[config.mk]
export PLATFORM = sky130hd
export DESIGN_NAME = lcd_pwr_seq
export DESIGN_NICKNAME = d
export VERILOG_FILES = /design/src/rtl/lcd_seq_pkg.sv /design/src/rtl/seq_rom.sv /design/src/rtl/seq_timer.sv /design/src/rtl/lcd_pwr_seq.sv
export SDC_FILE = /design/constraint.sdc
export NUM_CORES = 1
export LEC_CHECK = 0
export BUFFER_PORTS_ARGS = -buffer_cell sky130_fd_sc_hd__buf_4
export CORE_MARGIN = 2
export CORE_UTILIZATION = 35
export DETAILED_ROUTE_END_ITERATION = 16
export PLACE_DENSITY = 0.62
export REMOVE_ABC_BUFFERS = 1
export SLEW_MARGIN = 5
export SYNTH_ARGS = -nofsm -noshare
export SYNTH_HDL_FRONTEND = slang
export SYNTH_SLANG_ARGS = --single-unit
[constraint.sdc]
create_clock -name clk -period 4.4 [get_ports clk]
set_clock_uncertainty 0.15 [all_clocks]
set_input_delay 0 -clock clk [delete_from_list [all_inputs] [get_ports clk]]
set_output_delay 0 -clock clk [all_outputs]
set_load 0.005 [all_outputs]
[src/rtl/lcd_seq_pkg.sv]
package lcd_seq_pkg;
  localparam int VOL_W  = 7;
  localparam int CODE_W = 3;
  localparam int LINE_W = 8;
  localparam int DUTY_W = 4;
  localparam int BANK_W = 3;
  localparam int IDX_W  = 4;

  localparam logic [3:0] OP_BANK    = 4'hF;
  localparam logic [3:0] OP_VOL_LO  = 4'hA;
  localparam logic [3:0] OP_VOL_HI  = 4'hB;
  localparam logic [3:0] OP_BIAS    = 4'hE;
  localparam logic [3:0] OP_BOOST   = 4'hD;
  localparam logic [3:0] OP_NINV_LO = 4'h6;
  localparam logic [3:0] OP_NINV_HI = 4'h7;
  localparam logic [3:0] OP_PWR     = 4'hB;
  localparam logic [3:0] OP_LINE_LO = 4'h4;
  localparam logic [3:0] OP_LINE_HI = 4'h5;
  localparam logic [3:0] OP_INC     = 4'hA;
  localparam logic [3:0] OP_X_LO    = 4'h0;
  localparam logic [3:0] OP_X_HI    = 4'h1;
  localparam logic [3:0] OP_Y_LO    = 4'h2;
  localparam logic [3:0] OP_Y_HI    = 4'h3;
  localparam logic [3:0] OP_DUTY    = 4'hC;
  localparam logic [3:0] OP_DISP    = 4'h8;
  localparam logic [3:0] OP_DISCH   = 4'hE;

  // power control argument bits: op-amp, halt, booster, controller clear
  localparam logic [3:0] PWR_AMP   = 4'b1000;
  localparam logic [3:0] PWR_HALT  = 4'b0100;
  localparam logic [3:0] PWR_BOOST = 4'b0010;

  localparam logic [BANK_W-1:0] BANK_MAIN = 3'd0;
  localparam logic [BANK_W-1:0] BANK_AUX  = 3'd4;

  typedef struct packed {
    logic [VOL_W-1:0]  vol;
    logic [CODE_W-1:0] bias;
    logic [CODE_W-1:0] boost;
    logic [LINE_W-1:0] ninv;
    logic [DUTY_W-1:0] duty;
    logic [LINE_W-1:0] sline;
  } seq_cfg_t;

  typedef struct packed {
    logic [BANK_W-1:0] bank;
    logic [7:0]        code;
    logic              last;
  } seq_step_t;

  typedef enum logic [2:0] {S_IDLE, S_RST_LO, S_RST_WAIT, S_CMD, S_DWAIT} seq_state_e;

  function automatic logic [7:0] mk_cmd(logic [3:0] op, logic [3:0] arg);
    return {op, arg};
  endfunction

  function automatic logic [7:0] bank_sel(logic [BANK_W-1:0] b);
    return {OP_BANK, 1'b0, b};
  endfunction

  function automatic seq_step_t step_of(logic down, logic [IDX_W-1:0] idx, seq_cfg_t c);
    seq_step_t s;
    s.bank = BANK_MAIN;
    s.last = 1'b0;
    s.code = 8'h00;
    if (down) begin
      if (idx == '0) s.code = mk_cmd(OP_PWR, PWR_HALT);
      else begin
        s.bank = BANK_AUX;
        s.code = mk_cmd(OP_DISCH, 4'h1);
        s.last = 1'b1;
      end
    end else begin
      case (idx)
        4'd0:  begin s.bank = BANK_AUX; s.code = mk_cmd(OP_VOL_LO, c.vol[3:0]); end
        4'd1:  begin s.bank = BANK_AUX; s.code = mk_cmd(OP_VOL_HI, {1'b0, c.vol[6:4]}); end
        4'd2:  s.code = mk_cmd(OP_BIAS, {1'b0, c.bias});
        4'd3:  s.code = mk_cmd(OP_BOOST, {1'b0, c.boost});
        4'd4:  s.code = mk_cmd(OP_NINV_LO, c.ninv[3:0]);
        4'd5:  s.code = mk_cmd(OP_NINV_HI, c.ninv[7:4]);
        4'd6:  s.code = mk_cmd(OP_PWR, PWR_AMP | PWR_BOOST);
        4'd7:  s.code = mk_cmd(OP_LINE_LO, c.sline[3:0]);
        4'd8:  s.code = mk_cmd(OP_LINE_HI, c.sline[7:4]);
        4'd9:  s.code = mk_cmd(OP_INC, 4'h1);
        4'd10: s.code = mk_cmd(OP_X_LO, 4'h0);
        4'd11: s.code = mk_cmd(OP_X_HI, 4'h0);
        4'd12: s.code = mk_cmd(OP_Y_LO, 4'h0);
        4'd13: s.code = mk_cmd(OP_Y_HI, 4'h0);
        4'd14: s.code = mk_cmd(OP_DUTY, c.duty);
        default: begin s.code = mk_cmd(OP_DISP, 4'h1); s.last = 1'b1; end
      endcase
    end
    return s;
  endfunction
endpackage

[src/rtl/seq_rom.sv]
module seq_rom
  import lcd_seq_pkg::*;
(
  input  logic                 down,
  input  logic [IDX_W-1:0]     idx,
  input  seq_cfg_t             cfg,
  output seq_step_t            step
);
  always_comb step = step_of(down, idx, cfg);
endmodule

[src/rtl/seq_timer.sv]
module seq_timer #(
  parameter int CW = 8
) (
  input  logic          clk,
  input  logic          rst_n,
  input  logic          load,
  input  logic [CW-1:0] len,
  output logic          tick
);
  logic [CW-1:0] cnt;

  always_ff @(posedge clk or negedge rst_n) begin
    if (!rst_n)           cnt <= '0;
    else if (load)        cnt <= len;
    else if (cnt != '0)   cnt <= cnt - 1'b1;
  end

  assign tick = (cnt == CW'(1));

  a_r2_tick_needs_count: assert property (@(posedge clk) disable iff (!rst_n)
    tick |=> !tick || $past(load));
endmodule

[src/rtl/lcd_pwr_seq.sv]
module lcd_pwr_seq
  import lcd_seq_pkg::*;
#(
  parameter int RST_CYC   = 2500,
  parameter int WAIT_CYC  = 25000,
  parameter int DISCH_CYC = 5000000
) (
  input  logic               clk,
  input  logic               rst_n,
  input  logic               start_up,
  input  logic               start_down,
  input  logic [VOL_W-1:0]   cfg_vol,
  input  logic [CODE_W-1:0]  cfg_bias,
  input  logic [CODE_W-1:0]  cfg_boost,
  input  logic [LINE_W-1:0]  cfg_ninv,
  input  logic [DUTY_W-1:0]  cfg_duty,
  input  logic [LINE_W-1:0]  cfg_line,
  output logic               lcd_rst_n,
  output logic               cmd_req,
  output logic [7:0]         cmd_byte,
  input  logic               cmd_ack,
  output logic               ready,
  output logic               done
);
  localparam int MAX_A   = (RST_CYC > WAIT_CYC) ? RST_CYC : WAIT_CYC;
  localparam int MAX_CYC = (MAX_A > DISCH_CYC) ? MAX_A : DISCH_CYC;
  localparam int CW      = $clog2(MAX_CYC + 1);
  localparam logic [CW-1:0] RST_LEN   = CW'(RST_CYC);
  localparam logic [CW-1:0] WAIT_LEN  = CW'(WAIT_CYC);
  localparam logic [CW-1:0] DISCH_LEN = CW'(DISCH_CYC);

  seq_state_e        st;
  logic [IDX_W-1:0]  idx;
  logic              down_q;
  seq_cfg_t          cfg_q;
  logic [BANK_W-1:0] bank_q;
  logic              bank_vld;
  seq_step_t         step;

  // named events for assertions and readability
  logic need_sel, xfer, seq_end, tm_load, tm_tick;
  logic [CW-1:0] tm_len;

  seq_rom u_rom (.down(down_q), .idx(idx), .cfg(cfg_q), .step(step));

  seq_timer #(.CW(CW)) u_tmr (
    .clk(clk), .rst_n(rst_n), .load(tm_load), .len(tm_len), .tick(tm_tick));

  always_comb begin
    need_sel  = !bank_vld || (bank_q != step.bank);
    cmd_req   = (st == S_CMD);
    cmd_byte  = need_sel ? bank_sel(step.bank) : step.code;
    xfer      = cmd_req && cmd_ack;
    seq_end   = xfer && !need_sel && step.last;
    lcd_rst_n = (st != S_RST_LO);
    tm_load   = 1'b0;
    tm_len    = RST_LEN;
    if (st == S_IDLE && start_up) begin
      tm_load = 1'b1;
    end else if (st == S_RST_LO && tm_tick) begin
      tm_load = 1'b1;
      tm_len  = WAIT_LEN;
    end else if (seq_end && down_q) begin
      tm_load = 1'b1;
      tm_len  = DISCH_LEN;
    end
  end

  always_ff @(posedge clk or negedge rst_n) begin
    if (!rst_n) begin
      st       <= S_IDLE;
      idx      <= '0;
      down_q   <= 1'b0;
      cfg_q    <= '0;
      bank_q   <= '0;
      bank_vld <= 1'b0;
      ready    <= 1'b0;
      done     <= 1'b0;
    end else begin
      done <= 1'b0;
      case (st)
        S_IDLE: begin
          idx <= '0;
          if (start_up) begin
            st       <= S_RST_LO;
            down_q   <= 1'b0;
            ready    <= 1'b0;
            bank_vld <= 1'b0;
            cfg_q    <= '{vol: cfg_vol, bias: cfg_bias, boost: cfg_boost,
                          ninv: cfg_ninv, duty: cfg_duty, sline: cfg_line};
          end else if (start_down) begin
            st     <= S_CMD;
            down_q <= 1'b1;
            ready  <= 1'b0;
          end
        end
        S_RST_LO:   if (tm_tick) st <= S_RST_WAIT;
        S_RST_WAIT: if (tm_tick) st <= S_CMD;
        S_CMD: begin
          if (xfer) begin
            if (need_sel) begin
              bank_q   <= step.bank;
              bank_vld <= 1'b1;
            end else if (step.last) begin
              if (down_q) st <= S_DWAIT;
              else begin
                st    <= S_IDLE;
                ready <= 1'b1;
                done  <= 1'b1;
              end
            end else begin
              idx <= idx + 1'b1;
            end
          end
        end
        S_DWAIT: if (tm_tick) begin
          st   <= S_IDLE;
          done <= 1'b1;
        end
        default: st <= S_IDLE;
      endcase
    end
  end

  a_r6_hold_until_ack: assert property (@(posedge clk) disable iff (!rst_n)
    (cmd_req && !cmd_ack) |=> (cmd_req && $stable(cmd_byte)));

  a_r2_quiet_in_reset: assert property (@(posedge clk) disable iff (!rst_n)
    !lcd_rst_n |-> !cmd_req);

  a_r5_no_redundant_select: assert property (@(posedge clk) disable iff (!rst_n)
    (xfer && cmd_byte[7:4] == OP_BANK) |-> !(bank_vld && bank_q == cmd_byte[2:0]));

  a_r7_done_one_cycle: assert property (@(posedge clk) disable iff (!rst_n)
    done |=> !done);

  a_r8_ready_excludes_req: assert property (@(posedge clk) disable iff (!rst_n)
    ready |-> !cmd_req);

  a_r9_idle_after_done: assert property (@(posedge clk) disable iff (!rst_n)
    done |-> !cmd_req && lcd_rst_n);
endmodule

==> results.yml <==
final_layout:
  drive_gt1_frac: 0.140
  syn2layout_area_growth_pct: 26.6
  diodes: 0
  fin_nets: 576
  finalNonFillerCells: 676
yosys:
  ys_ff_latch: 68
  postSynthAreaPerCell_um2: 8.30
  yosysMostFrequentCell: "nand2_1"
  yosys_most_used_dff: "dfrtp_1"
  yosysSeqAreaShare: 0.446
  synth_area_um2: 3810
  netlist_instances: 459
  synth_area_leaders: "dfrtp_1 45%, nand2_1 13%, nor2_1 3.5%"
  synth_warnings: 0
  synth_top_area_frac: 0.446
  synth_cell_types: 55
  synth_area_leader_cell: "dfrtp_1"
  synth_commonest_cells: "130 x nand2_1, 68 x dfrtp_1, 36 x nor2_1"
  async_flop_share: 1.00
  synth-edff-count: 0
routing:
  drc: 0
  vias: 3487
  wl_per_cell_um: 14.1
  ant_nets: 0
  drt_iter0_drc: 217
  dr.pass1.iters: 4
  drt-total-wl_mm: 9.52
  avgViaCountPerCell: 5.16
timing:
  rsz0062_at_grt: "no"
  tightestPinTransition_ns: 0.877
  fin_crit_sh: 0.770
  tns_ns: 0
  finalSetupViolations: 0
  relSlewSlack: 0.415
  finalMaxSlewViolations: 0
  hold_violations: 0
  fin_crit_ns: 3.39
  fmax_mhz: 295
grt:
  grt_pass1_wl_mm: 16.1
  grt_pass1_vias: 3316
  overflow: 0
  grt_max_degree: 69
  antenna_found_initial: 0
  grt_usage: 0.173
critical_path:
  critPathMaxFanout: 17
  setup.worst_path.start_class: "flop"
  crit_path_end_kind: "flop"
  cp_data_arrival_time_ns: 3.53
  critPathKind: "flop to flop"
  required_ns: 4.54
floorplan:
  start_util: 0.355
  die_w_um: 108
  die_y_um: 108
  rows: 38
  ios: 50
  die_area_um2: 11700
  core_um2: 10700
placed_design:
  place_inst: 622
  hpwl_mm: 6.38
  finalWeightedCongestion: 0.846
  port_buffers: 49
clocking:
  clk_latency_ns: 0.35
  cts_tree: "yes"
  cts_buffers: 9
  cts_max_level: 3
  cts.sinks: 68
  cts-root-buf: "clkbuf_8"
  cts_resized: 0
  cts_max_path_buffers: 2
  clkTransAtPathRegs_ns: 0.08
power_and_ir_drop:
  ir_worst_vdd_mv: 0.222
  power-per-cell-area_nw_per_um2: 596
  p_leak_nw: 2.24
  power.total_mw: 2.87
run:
  max-cap-violations: 0
worst_hold_path:
  holdCritPathClass: "input pin to async pin"
run_status:
  status: "complete, no violations"
==> logic make-up after synthesis <==
group / Yosys count / share of synthesized area
simple gates: 244 / 0.293
compound gates: 76 / 0.130
flops: 68 / 0.446
buf+inv: 36 / 0.0374
xor+xnor: 20 / 0.0460
mux: 8 / 0.0250
fa+ha+maj: 7 / 0.0230
==> per-stage QoR <==
stage,worst slack (ns),instance area (um2),hold slack [ns],util
after floorplan,0.897,3700,-0.446,-
after global placement,1.38,4260,0.0214,0.397
after detailed placement,1.24,4260,0.0285,0.397
after CTS,1.01,4830,0.186,0.449
after global routing,0.687,4830,0.228,0.449
final,1.01,4830,0.143,0.449
==> cells in the final DEF (no fill, tap or decap), drive strengths merged, types with 6 or more instances in the layout <==
master	instances
dlygate4sd3	38
a22oi	7
inv	8
clkbuf	11
a21oi	20
nor3	13
xor2	9
xnor2	11
nor2	36
o21ai	18
buf	51
ha	7
nand4	13
and3	7
nand3	14
or4	6
nand2	130
dfrtp	68
==> flip-flops by register name, summed over array words and instances, names as in the netlist <==
register	count
bank_q	1
bank_vld	1
cfg_q	33
done	1
down_q	1
idx	4
ready	1
st	3
u_tmr.cnt	23
==> report_power, final <==
| group | internal (mW) | leakage [nW] | switching [mW] |
|---|---|---|---|
| registers | 0.858 | 0.852 | 0.222 |
| logic | 0.577 | 1.29 | 0.722 |
| clock network | 0.259 | 0.0931 | 0.236 |
| total | 1.69 | 2.24 | 1.18 |
==> path summary, 6_finish.rpt <==
kind                                       start                  endpoint  slack (ns)  cells past startpoint
setup / recovery              idx[0]$_DFFE_PN0P_         ready$_DFFE_PN0P_        1.01                      8
hold / removal                             rst_n  u_tmr.cnt[0]$_DFFE_PN0P_        0.14                      2
setup reg to reg              idx[0]$_DFFE_PN0P_         ready$_DFFE_PN0P_        1.01                      8
hold reg to reg            cfg_q[20]$_DFFE_PN0P_     cfg_q[20]$_DFFE_PN0P_        0.33                      2
max in group asynchronous                  rst_n      cfg_q[6]$_DFFE_PN0P_        3.35                      2
min in group clk                     cfg_bias[1]     cfg_q[24]$_DFFE_PN0P_        0.22                      4
==> metal layers <==
metal,wire [um],GRT usage,vias to the layer above
met2,4410,0.262,82
met3,407,0.0247,12
li1,-,-,1730
met4,137,0.0769,0
met1,4570,0.246,1663
met5,0,0,-
==> timing repair <==
action | in CTS | in global routing
setup buffers | 0 | 0
hold buffers | 38 | 0
endpoints found under the hold margin | 107 | 0
==> worst max-delay path, cell delays in order (launching register included) <==
cell and delay, ns:
dfrtp_1 0.43, inv_1 0.11, ha_1 0.55, nand2b_1 0.24, o21ai_0 0.49, a21oi_1 0.12, or4_1 0.55, a21oi_1 0.14
dlygate4sd3_1 0.55
==> cell type report <==
class | count | area, um2
Timing Repair Buffer | 89 | 763
Clock inverter | 5 | 52.6
Fill cell | 1097 | 5920
Sequential cell | 68 | 1700
Inverter | 8 | 30.0
Tap cell | 140 | 175
Clock buffer | 11 | 131
Multi-Input combinational cell | 355 | 1970
(Power assumes the default switching activity.)
